## config.mk

```make
export PLATFORM = sky130hd
export DESIGN_NAME = mux_bus_sequencer
export DESIGN_NICKNAME = d
export VERILOG_FILES = /design/src/rtl/busseq_pkg.sv /design/src/rtl/busseq_fsm.sv /design/src/rtl/busseq_lanes.sv /design/src/rtl/mux_bus_sequencer.sv
export SDC_FILE = /design/constraint.sdc
export NUM_CORES = 1
export LEC_CHECK = 0
export BUFFER_PORTS_ARGS = -buffer_cell sky130_fd_sc_hd__buf_2
export CAP_MARGIN = 20
export CORE_ASPECT_RATIO = 1.2
export CORE_MARGIN = 2
export CORE_UTILIZATION = 52
export DETAILED_ROUTE_END_ITERATION = 8
export PLACE_DENSITY = 0.87
export SLEW_MARGIN = 20
export SYNTH_ARGS = -nofsm -noshare
export SYNTH_HDL_FRONTEND = slang
export SYNTH_SLANG_ARGS = --single-unit
export TNS_END_PERCENT = 30
```

## constraint.sdc

```tcl
create_clock -name clk -period 2.1 [get_ports clk]
set_input_delay 0.42 -clock clk [delete_from_list [all_inputs] [get_ports clk]]
set_output_delay 0.42 -clock clk [all_outputs]
set_load 0.1 [all_outputs]
```

## src/rtl/busseq_pkg.sv

```systemverilog
package busseq_pkg;

    typedef enum logic [2:0] {
        ST_IDLE,
        ST_T1,
        ST_T2,
        ST_T3,
        ST_TW,
        ST_T4
    } bus_state_t;

endpackage

```

## src/rtl/busseq_fsm.sv

```systemverilog
module busseq_fsm
    import busseq_pkg::*;
(
    input  logic       clk,
    input  logic       rst_n,
    input  logic       start,
    input  logic       ready,
    input  logic       split,
    output bus_state_t state,
    output logic       part,
    output logic       done
);

    bus_state_t nxt;
    logic       last;

    assign last = !split || part;

    always_comb begin
        nxt = state;
        unique case (state)
            ST_IDLE: nxt = start ? ST_T1 : ST_IDLE;
            ST_T1:   nxt = ST_T2;
            ST_T2:   nxt = ST_T3;
            ST_T3:   nxt = ready ? ST_T4 : ST_TW;
            ST_TW:   nxt = ready ? ST_T4 : ST_TW;
            ST_T4:   nxt = last ? ST_IDLE : ST_T1;
            default: nxt = ST_IDLE;
        endcase
    end

    always_ff @(posedge clk or negedge rst_n) begin
        if (!rst_n) begin
            state <= ST_IDLE;
            part  <= 1'b0;
        end else begin
            state <= nxt;
            if (state == ST_IDLE)
                part <= 1'b0;
            else if (state == ST_T4 && !last)
                part <= 1'b1;
        end
    end

    always_comb begin
        done = (state == ST_T4) && last;
    end

    AST_START_GOES_T1: assert property (@(posedge clk) disable iff (!rst_n)
        (state == ST_IDLE && start) |=> (state == ST_T1));
    AST_WAIT_EXTENDS: assert property (@(posedge clk) disable iff (!rst_n)
        ((state == ST_T3 || state == ST_TW) && !ready) |=> (state == ST_TW));
    AST_READY_ENDS_WAIT: assert property (@(posedge clk) disable iff (!rst_n)
        ((state == ST_T3 || state == ST_TW) && ready) |=> (state == ST_T4));
    AST_SECOND_PART_ONCE: assert property (@(posedge clk) disable iff (!rst_n)
        (state == ST_T4 && part) |=> (state == ST_IDLE));

endmodule

```

## src/rtl/busseq_lanes.sv

```systemverilog
module busseq_lanes #(
    parameter int ADDR_W = 20,
    parameter int DATA_W = 16
) (
    input  logic              clk,
    input  logic              rst_n,
    input  logic [ADDR_W-1:0] base_addr,
    input  logic              word,
    input  logic              part,
    input  logic [DATA_W-1:0] wdata,
    input  logic [DATA_W-1:0] ad_in,
    input  logic              capture,
    output logic [ADDR_W-1:0] cyc_addr,
    output logic              cyc_bhe_n,
    output logic [DATA_W-1:0] lane_wdata,
    output logic              split,
    output logic [DATA_W-1:0] rdata
);

    localparam int BYTE_W = DATA_W / 2;

    logic              aligned_word;
    logic [BYTE_W-1:0] wbyte;
    logic [BYTE_W-1:0] rbyte;

    always_comb begin
        split        = word && base_addr[0];
        aligned_word = word && !base_addr[0];
        cyc_addr     = part ? (base_addr + ADDR_W'(1)) : base_addr;
        cyc_bhe_n    = aligned_word ? 1'b0 : !cyc_addr[0];
        wbyte        = (split && part) ? wdata[DATA_W-1:BYTE_W] : wdata[BYTE_W-1:0];
        lane_wdata   = aligned_word ? wdata : {wbyte, wbyte};
        rbyte        = cyc_addr[0] ? ad_in[DATA_W-1:BYTE_W] : ad_in[BYTE_W-1:0];
    end

    always_ff @(posedge clk or negedge rst_n) begin
        if (!rst_n) begin
            rdata <= '0;
        end else if (capture) begin
            if (aligned_word)
                rdata <= ad_in;
            else if (!split)
                rdata <= {{BYTE_W{1'b0}}, rbyte};
            else if (!part)
                rdata[BYTE_W-1:0] <= rbyte;
            else
                rdata[DATA_W-1:BYTE_W] <= rbyte;
        end
    end

    AST_SPLIT_SECOND_EVEN: assert property (@(posedge clk) disable iff (!rst_n)
        (split && part) |-> (cyc_bhe_n && !cyc_addr[0]));

endmodule

```

## src/rtl/mux_bus_sequencer.sv

```systemverilog
module mux_bus_sequencer
    import busseq_pkg::*;
#(
    parameter int ADDR_W = 20,
    parameter int DATA_W = 16,
    parameter int SEG_W  = 2
) (
    input  logic                 clk,
    input  logic                 rst_n,
    input  logic                 req_valid,
    input  logic                 req_write,
    input  logic                 req_io,
    input  logic                 req_word,
    input  logic [ADDR_W-1:0]    req_addr,
    input  logic [SEG_W-1:0]     req_seg,
    input  logic [DATA_W-1:0]    req_wdata,
    input  logic                 ready,
    input  logic [DATA_W-1:0]    ad_in,
    output logic [DATA_W-1:0]    ad_out,
    output logic                 ad_oe,
    output logic [ADDR_W-DATA_W-1:0] ast_out,
    output logic                 ast_oe,
    output logic                 ale,
    output logic                 bhe_n,
    output logic                 rd_n,
    output logic                 wr_n,
    output logic                 mio,
    output logic                 dtr,
    output logic                 den,
    output logic                 busy,
    output logic                 done,
    output logic [DATA_W-1:0]    rdata
);

    localparam int UPPER_W = ADDR_W - DATA_W;

    bus_state_t          state;
    logic                part;
    logic                split;
    logic                accept;
    logic                capture;
    logic                cur_write;
    logic                cur_io;
    logic                cur_word;
    logic [ADDR_W-1:0]   cur_addr;
    logic [SEG_W-1:0]    cur_seg;
    logic [DATA_W-1:0]   cur_wdata;
    logic [ADDR_W-1:0]   cyc_addr;
    logic                cyc_bhe_n;
    logic [DATA_W-1:0]   lane_wdata;
    logic [UPPER_W-1:0]  status;

    assign accept  = (state == ST_IDLE) && req_valid;
    assign capture = (state == ST_T3 || state == ST_TW) && ready && !cur_write;
    assign status  = UPPER_W'(cur_seg);

    always_ff @(posedge clk or negedge rst_n) begin
        if (!rst_n) begin
            cur_write <= 1'b0;
            cur_io    <= 1'b0;
            cur_word  <= 1'b0;
            cur_addr  <= '0;
            cur_seg   <= '0;
            cur_wdata <= '0;
        end else if (accept) begin
            cur_write <= req_write;
            cur_io    <= req_io;
            cur_word  <= req_word;
            cur_addr  <= req_addr;
            cur_seg   <= req_seg;
            cur_wdata <= req_wdata;
        end
    end

    busseq_fsm u_fsm (
        .clk   (clk),
        .rst_n (rst_n),
        .start (accept),
        .ready (ready),
        .split (split),
        .state (state),
        .part  (part),
        .done  (done)
    );

    busseq_lanes #(
        .ADDR_W (ADDR_W),
        .DATA_W (DATA_W)
    ) u_lanes (
        .clk        (clk),
        .rst_n      (rst_n),
        .base_addr  (cur_addr),
        .word       (cur_word),
        .part       (part),
        .wdata      (cur_wdata),
        .ad_in      (ad_in),
        .capture    (capture),
        .cyc_addr   (cyc_addr),
        .cyc_bhe_n  (cyc_bhe_n),
        .lane_wdata (lane_wdata),
        .split      (split),
        .rdata      (rdata)
    );

    always_comb begin
        ad_oe   = 1'b0;
        ad_out  = '0;
        ast_oe  = 1'b0;
        ast_out = '0;
        ale     = 1'b0;
        rd_n    = 1'b1;
        wr_n    = 1'b1;
        den     = 1'b0;
        dtr     = 1'b0;
        mio     = 1'b0;
        bhe_n   = 1'b1;
        busy    = (state != ST_IDLE);
        unique case (state)
            ST_IDLE: begin
            end
            ST_T1: begin
                ad_oe   = 1'b1;
                ad_out  = cyc_addr[DATA_W-1:0];
                ast_oe  = 1'b1;
                ast_out = cyc_addr[ADDR_W-1:DATA_W];
                ale     = 1'b1;
                dtr     = cur_write;
                mio     = !cur_io;
                bhe_n   = cyc_bhe_n;
            end
            ST_T2, ST_T3, ST_TW: begin
                ast_oe  = 1'b1;
                ast_out = status;
                dtr     = cur_write;
                mio     = !cur_io;
                bhe_n   = cyc_bhe_n;
                den     = 1'b1;
                if (cur_write) begin
                    ad_oe  = 1'b1;
                    ad_out = lane_wdata;
                    wr_n   = 1'b0;
                end else begin
                    rd_n   = 1'b0;
                end
            end
            ST_T4: begin
                ast_oe  = 1'b1;
                ast_out = status;
                dtr     = cur_write;
                mio     = !cur_io;
                bhe_n   = cyc_bhe_n;
                if (cur_write) begin
                    ad_oe  = 1'b1;
                    ad_out = lane_wdata;
                end
            end
            default: begin
            end
        endcase
    end

    AST_IDLE_QUIET: assert property (@(posedge clk) disable iff (!rst_n)
        !busy |-> (!ad_oe && !ast_oe && !ale && !den && rd_n && wr_n && bhe_n && !done));
    AST_ALE_SINGLE: assert property (@(posedge clk) disable iff (!rst_n)
        ale |=> !ale);
    AST_ALE_WITH_ADDR: assert property (@(posedge clk) disable iff (!rst_n)
        ale |-> (ad_oe && ast_oe && rd_n && wr_n && !den));
    AST_NO_CONTENTION: assert property (@(posedge clk) disable iff (!rst_n)
        !rd_n |-> (!ad_oe && !dtr));
    AST_WRITE_DRIVES: assert property (@(posedge clk) disable iff (!rst_n)
        !wr_n |-> (ad_oe && dtr && rd_n));
    AST_DONE_PULSE: assert property (@(posedge clk) disable iff (!rst_n)
        done |=> (!done && !busy));
    AST_STROBE_RELEASE: assert property (@(posedge clk) disable iff (!rst_n)
        done |-> (rd_n && wr_n && !den));

endmodule

```

==> results of run 1 <==
[worst max-delay path: cells and delay by family (launching register included)]
family                 cells  cell delay [ns]
buffers and inverters      2             0.39
AO/OA/AOI/OAI              1             0.20
XOR/XNOR                   1             0.14
AND/OR/NAND/NOR            2             0.49
flip-flops                 1             0.43
[final cells by class]
class	instances	area (µm²)	share of cell area, %
well taps	85	106.4	1.941
inverters	7	38.79	0.7078
flip-flops and latches	61	1531	27.95
repair buffers	157	1429	26.07
clock buffers	13	168.9	3.082
multi-input cells	239	2163	39.47
clock inverters	3	42.54	0.7763
[flip-flops by register name (all words and copies together), names as in the netlist]
register	cells
cur_addr	20
u_lanes.rdata	16
cur_wdata	16
u_fsm.state	3
cur_write	1
cur_seg	2
cur_word	1
u_fsm.part	1
cur_io	1
[cells in the mapped netlist, drive strengths merged, types with 5 or more instances]
cell / number
dfrtp: 61
mux2: 45
nand2: 38
mux2i: 26
nor2: 18
o21ai: 17
buf: 15
o22ai: 15
xnor2: 12
a21oi: 9
nand3: 9
nor3: 8
inv: 6
nand4: 5
[per-stage QoR]
step	worst slack (ns)	setup TNS [ns]	instances	utilization, %
CTS	-0.2380	-4.331	555	82.61
finish	-0.3259	-5.418	565	85.02
global placement	0.1217	0	529	75.56
global route	-0.3579	-6.268	565	85.02
floorplan	-0.8590	-10.73	325	-
detailed placement	0.05801	0	529	75.56
[what timing repair did]
item                                    in CTS  in global routing
resized for setup                           35                 22
buffers inserted                            10                 10
gates cloned                                 0                  0
endpoints found under the setup margin      25                 28
pin swaps                                   12                 12
[logic make-up (layout without fill, tap and decap cells)]
family	count (synthesis)	after routing	synth area share (%)
buffers and inverters	25	180	3.890
flip-flops	61	61	43.95
AND/OR/NAND/NOR	96	96	15.13
XOR/XNOR	15	15	3.783
adder cells (fa/ha/maj)	2	2	0.7203
AO/OA/AOI/OAI	55	55	10.09
multiplexers	71	71	22.44
[path summary, 6_finish.rpt]
kind,cells past startpoint,from,endpoint
max,6,u_fsm.part,ad_out[13]
min,1,rst_n,cur_addr[7]
max reg2reg,5,u_fsm.state[2],cur_addr[9]
min reg2reg,2,u_lanes.rdata[14],u_lanes.rdata[14]
max in group asynchronous,2,rst_n,cur_addr[1]
min in group clk,3,req_addr[0],cur_addr[0]
[routing by layer]
metal / GRT usage, % / up-vias
met5: 0 / -
met4: 15.35 / 0
met3: 7.046 / 73
met2: 57.69 / 221
met1: 36.78 / 1708
li1: - / 1469
==> summary.txt, run 1 <==
Run status
  – Status: finished with violations
  – Failing checks: negative setup slack

Global route
  – Initial antenna violation count: 0
  – Overall fraction of global-route tracks in use: 32.46%
  – Largest net degree at the start of global routing: 36
  – Vias in the first global route: 3,452
  – Grt ovf: 0
  – First-pass GRT wire length: 17,860 µm

Clocking
  – Clock Tree Buf Depth: 2
  – CTS tree: built
  – Reg clk slew, reported paths: 0.09 ns
  – Inserted Clock Buffers: 9
  – CTS root buffer: clkbuf_8
  – CTS sink cnt: 61
  – Skew-Pair Late Insertion Delay: 0.35 ns
  – Post-cts hold buffer count: 0
  – CTS H-tree depth: 3

Place
  – Dpl hpwl: 7343 µm
  – RePlAce Congestion: 0.9386
  – Placed Area: 4871 µm²
  – Port bufs: 107

Routing
  – Met3 routed WL: 872 µm
  – Post-Route M1 WL: 4581 µm
  – DR vias/cell: 6.143
  – Detailed Route WL: 12,850 µm
  – Highest routed layer: met4
  – DRC: 0
  – Initial DRC Count: 286
  – Antenna viol nets, final: 0
  – Wire length on met2: 6671 µm
  – Iteration count of the initial detailed-routing pass: 5
  – Post-detailed-route wirelength per cell: 22.74 µm
  – Vias: 3,471

STA
  – Final hold vios: 0
  – Worst slew margin: 60.24%
  – Final WS setup: -0.3259 ns
  – RSZ-0062 raised after global routing: true
  – Final Setup Violations: 27
  – Worst hold slack: 0.06144 ns
  – Fin crit period: 2.426 ns
  – Slew Limit Fails: 0
  – Clock skew: 0.01486 ns
  – Measured slew at the worst slew-check pin: 0.5964 ns
  – Max Clk Rate: 412.2 MHz
  – Final period util: 115.5%

Synth
  – Post-synthesis sequential area ratio: 43.95%
  – Post-synth EDFFs: 0
  – Asr flop ratio synth: 100.0%
  – Synth warnings: 0
  – Synth Flop Type: dfrtp_1
  – Synth top area share: 43.95%
  – Syn Inst Count: 325
  – Number of synthesized register bits: 61
  – Synth unique cells: 52
  – Synth area leader: dfrtp_1
  – Syn Area/Cell: 10.69 µm²
  – Mapped cell area: 3473 µm²
  – Synth Net Count: 388
  – Largest cells by area after synthesis: dfrtp_1 (44%), mux2_2 (15%), mux2i_1 (7.2%)

Critical path
  – WP data arrival: 2.01 ns
  – CP required: 1.68 ns
  – Critical-path top delay cell: dfrtp_1
  – Worst-path fanout max: 4
  – Slowest stage delay, CP: 0.43 ns
  – CP Capture Type: output pin
  – CP Class: reg2out
  – Worst Setup Start Kind: register
  – CP Cell Sequence: nand4_1 -> buf_4 -> nor4_2 -> xnor2_1 -> o22ai_2 -> buf_12
  – Internal reg-to-reg setup slack: 0.15 ns

Finish
  – Ant diodes: 0
  – Syn-to-layout area delta: 57.78%
  – Fraction of layout cells with a size suffix above 1: 57.92%
  – Fin nets: 538
  – Commonest non-fill, non-tap cell in the layout: buf_2
  – Commonest non-fill, non-tap cells in the layout: buf_2 (77), dfrtp_1 (57), mux2_2 (45), buf_4 (38), nand2_1 (33)
  – Final Cell Area: 5480 µm²
  – Filler cell count: 304

Die
  – Initial Util: 53.88%
  – FP Rows: 32
  – DIE HEIGHT: 93.53 µm
  – Total Die Area: 7352 µm²
  – Die width: 78.61 µm
  – Number of top-level pins: 108
  – Core region area: 6446 µm²

Run
  – Max-Cap Viols: 0

Hold path
  – Worst Hold Class: in2async
Power of run 1 is not shown: default switching activity piles up to over one toggle a cycle in this logic, so the estimate is an artifact.
==> run 2, diff against run 1 <==
CELL_PAD_IN_SITES_DETAIL_PLACEMENT = 0   (was not set)
CELL_PAD_IN_SITES_GLOBAL_PLACEMENT = 1   (was not set)
CORE_UTILIZATION = 39   (was 52)
PLACE_DENSITY = 0.86   (was 0.87)
==> run 2 against run 1 <==
Against the previous run:
- the flow still finishes with violations (negative setup slack)
- clock-buffer cell count unchanged
- core utilization decreased by 20 points
- wire length decreased by 20%
- die area increased by 32%
- fmax increased by 2.6%
- highest routed layer unchanged
==> summary.txt, run 2 (same netlist as run 1, synthesis figures left out) <==
Critical path
  – Worst-path fanout max: 8 (+4)
  – CP Capture Type: output pin
  – Internal reg-to-reg setup slack: 0.22 ns (+0.07 ns)
  – Critical R2R Launch: u_fsm.state[1]
  – Cell family with most CP delay: simple AND/OR/NAND/NOR gates
  – Slowest stage delay, CP: 0.51 ns (+0.08 ns)
  – Worst Path Buf+Inv: 3 (+1)
  – CP Class: reg2out
  – CP Cell Sequence: or3b_4 -> buf_6 -> clkinv_4 -> nand2_2 -> o221ai_4 -> buf_12
  – Worst Setup Start Kind: register
  – Critical R2R Capture: cur_addr[18]
  – Critical-path top delay cell: or3b_4
  – WP data arrival: 1.94 ns (-0.07 ns)
  – CP required: 1.68 ns (about the same)
  – FF-to-FF path depth: 5 (unchanged)

Global route
  – Overall fraction of global-route tracks in use: 21.48% (-11 points)
  – Vias in the first global route: 3,256 (-5.7%)
  – Largest net degree at the start of global routing: 32 (-11%)
  – First-pass GRT wire length: 16,400 µm (-8.2%)
  – Grt ovf: 0 (unchanged)
  – Initial antenna violation count: 0 (unchanged)

Finish
  – Most flop-heavy register: cur_addr
  – Fraction of layout cells with a size suffix above 1: 59.67% (+1.8 points)
  – Ant diodes: 0 (unchanged)
  – Filler cell count: 684 (+130%)
  – Commonest non-fill, non-tap cell in the layout: buf_2
  – Syn-to-layout area delta: 61.06%
  – Area occupied by multi-input gates: 2217 µm² (+2.5%)
  – Sequential Area: 1529 µm² (-0.16%)
  – Final Cell Area: 5594 µm² (+2.1%)
  – Fin nets: 539 (+0.19%)
  – Max reg flops: 20 (unchanged)
  – Biggest regs: cur_addr: 20 flops, cur_wdata: 16 flops, u_lanes.rdata: 16 flops
  – Commonest non-fill, non-tap cells in the layout: buf_2 (77), dfrtp_1 (59), mux2_2 (45), buf_4 (35)

Routing
  – DR vias/cell: 5.271 (-14%)
  – Detailed Route WL: 10,300 µm (-20%)
  – Post-detailed-route wirelength per cell: 17.22 µm (-24%)
  – Initial DRC Count: 171 (-40%)
  – Antenna viol nets, final: 0 (unchanged)
  – DRC: 0 (unchanged)
  – Vias: 3,152 (-9.2%)
  – Iteration count of the initial detailed-routing pass: 4 (-1)

STA
  – Final Setup Violations: 27 (unchanged)
  – Final WS setup: -0.2644 ns (+0.06143 ns)
  – RSZ-0062 raised after global routing: true
  – Worst slew margin: 60.45% (+0.20 points)
  – Clock skew: 0.007966 ns (-0.006896 ns)
  – Measured slew at the worst slew-check pin: 0.5916 ns (-0.004816 ns)
  – Final period util: 112.6% (-2.9 points)
  – Slew Limit Fails: 0 (unchanged)
  – Final hold vios: 0 (unchanged)
  – Fin crit period: 2.364 ns (-0.06143 ns)
  – Worst hold slack: 0.06027 ns (-0.001172 ns)
  – Max Clk Rate: 422.9 MHz (+2.6%)

Clocking
  – Skew-Pair Late Insertion Delay: 0.34 ns (about the same)
  – CTS root buffer: clkbuf_8
  – CTS sink cnt: 61 (unchanged)
  – Post-cts hold buffer count: 0 (unchanged)
  – Clock Tree Buf Depth: 2 (unchanged)
  – CTS tree: built
  – Inserted Clock Buffers: 9 (unchanged)
  – CTS H-tree depth: 3 (unchanged)
  – Reg clk slew, reported paths: 0.07 ns (-0.02 ns)

Die
  – Initial Util: 40.34% (-14 points)
  – DIE HEIGHT: 107.4 µm (+15%)
  – Number of top-level pins: 108 (unchanged)
  – Core region area: 8611 µm² (+34%)
  – FP Rows: 37 (+16%)
  – Die width: 90.15 µm (+15%)
  – Total Die Area: 9680 µm² (+32%)

Place
  – Dpl hpwl: 7306 µm (-0.50%)
  – Placed Area: 4911 µm² (+0.82%)
  – RePlAce Congestion: 0.8075 (-14%)
  – Port bufs: 107 (unchanged)

Hold path
  – Worst Hold Class: in2async

Run
  – Max-Cap Viols: 0 (unchanged)

Run status
  – Failing checks: negative setup slack
  – Status: finished with violations
[run 2: final cells by class]
type / instances / share of cell area [%]
multi-input combinational: 239 / 39.63
sequential: 61 / 27.33
timing repair buffer: 157 / 25.79
clock buffer: 13 / 3.019
tap: 117 / 2.617
clock inverter: 3 / 0.7605
inverter: 7 / 0.6934
timing repair inverter: 1 / 0.1566
[run 2: repair_timing]
item                       in CTS  in global routing
pin swaps                      18                 10
gates resized for setup        43                 25
cloned                          1                  0
buffers inserted               12                  8
setup endpoints to repair      25                 29
[run 2: how the worst max path moves through the flow]
stage	depth (start not counted)	endpoint	slack, ns	startpoint
2_1_floorplan	5	ast_out[1]	-0.86	u_fsm.state[0]
3_3_place_gp	6	ad_out[14]	0.08	cur_addr[1]
3_5_place_dp	7	ad_out[9]	0.01	cur_addr[0]
4_1_cts	5	ast_out[1]	-0.25	u_fsm.state[1]
5_1_grt	6	ad_out[15]	-0.31	u_fsm.state[2]
6_report	6	ad_out[15]	-0.26	u_fsm.state[2]
[run 2: per-layer routing]
| layer | global-route usage, % | wire [µm] |
|---|---|---|
| met5 | 0 | 0 |
| met4 | 8.681 | 248 |
| met3 | 4.552 | 580 |
| met2 | 37.70 | 5435 |
| met1 | 25.78 | 4034 |
[run 2: stage by stage]
stage | setup WS, ns | std cells | util (%) | setup TNS (ns)
finish | -0.2644 | 598 | 64.97 | -4.692
global route | -0.3078 | 598 | 64.97 | -6.202
CTS | -0.2534 | 590 | 62.93 | -4.394
floorplan | -0.8590 | 325 | - | -10.73
global placement | 0.08053 | 561 | 57.03 | 0
detailed placement | 0.01449 | 561 | 57.03 | 0
[run 2: worst register-to-register path, cell delays in order, from the launching register on]
cell     delay, ns
dfrtp_1       0.41
buf_4         0.15
buf_6         0.14
nor4b_2       0.41
buf_4         0.31
mux2_2        0.37
Power of run 2 is left out for the same reason.
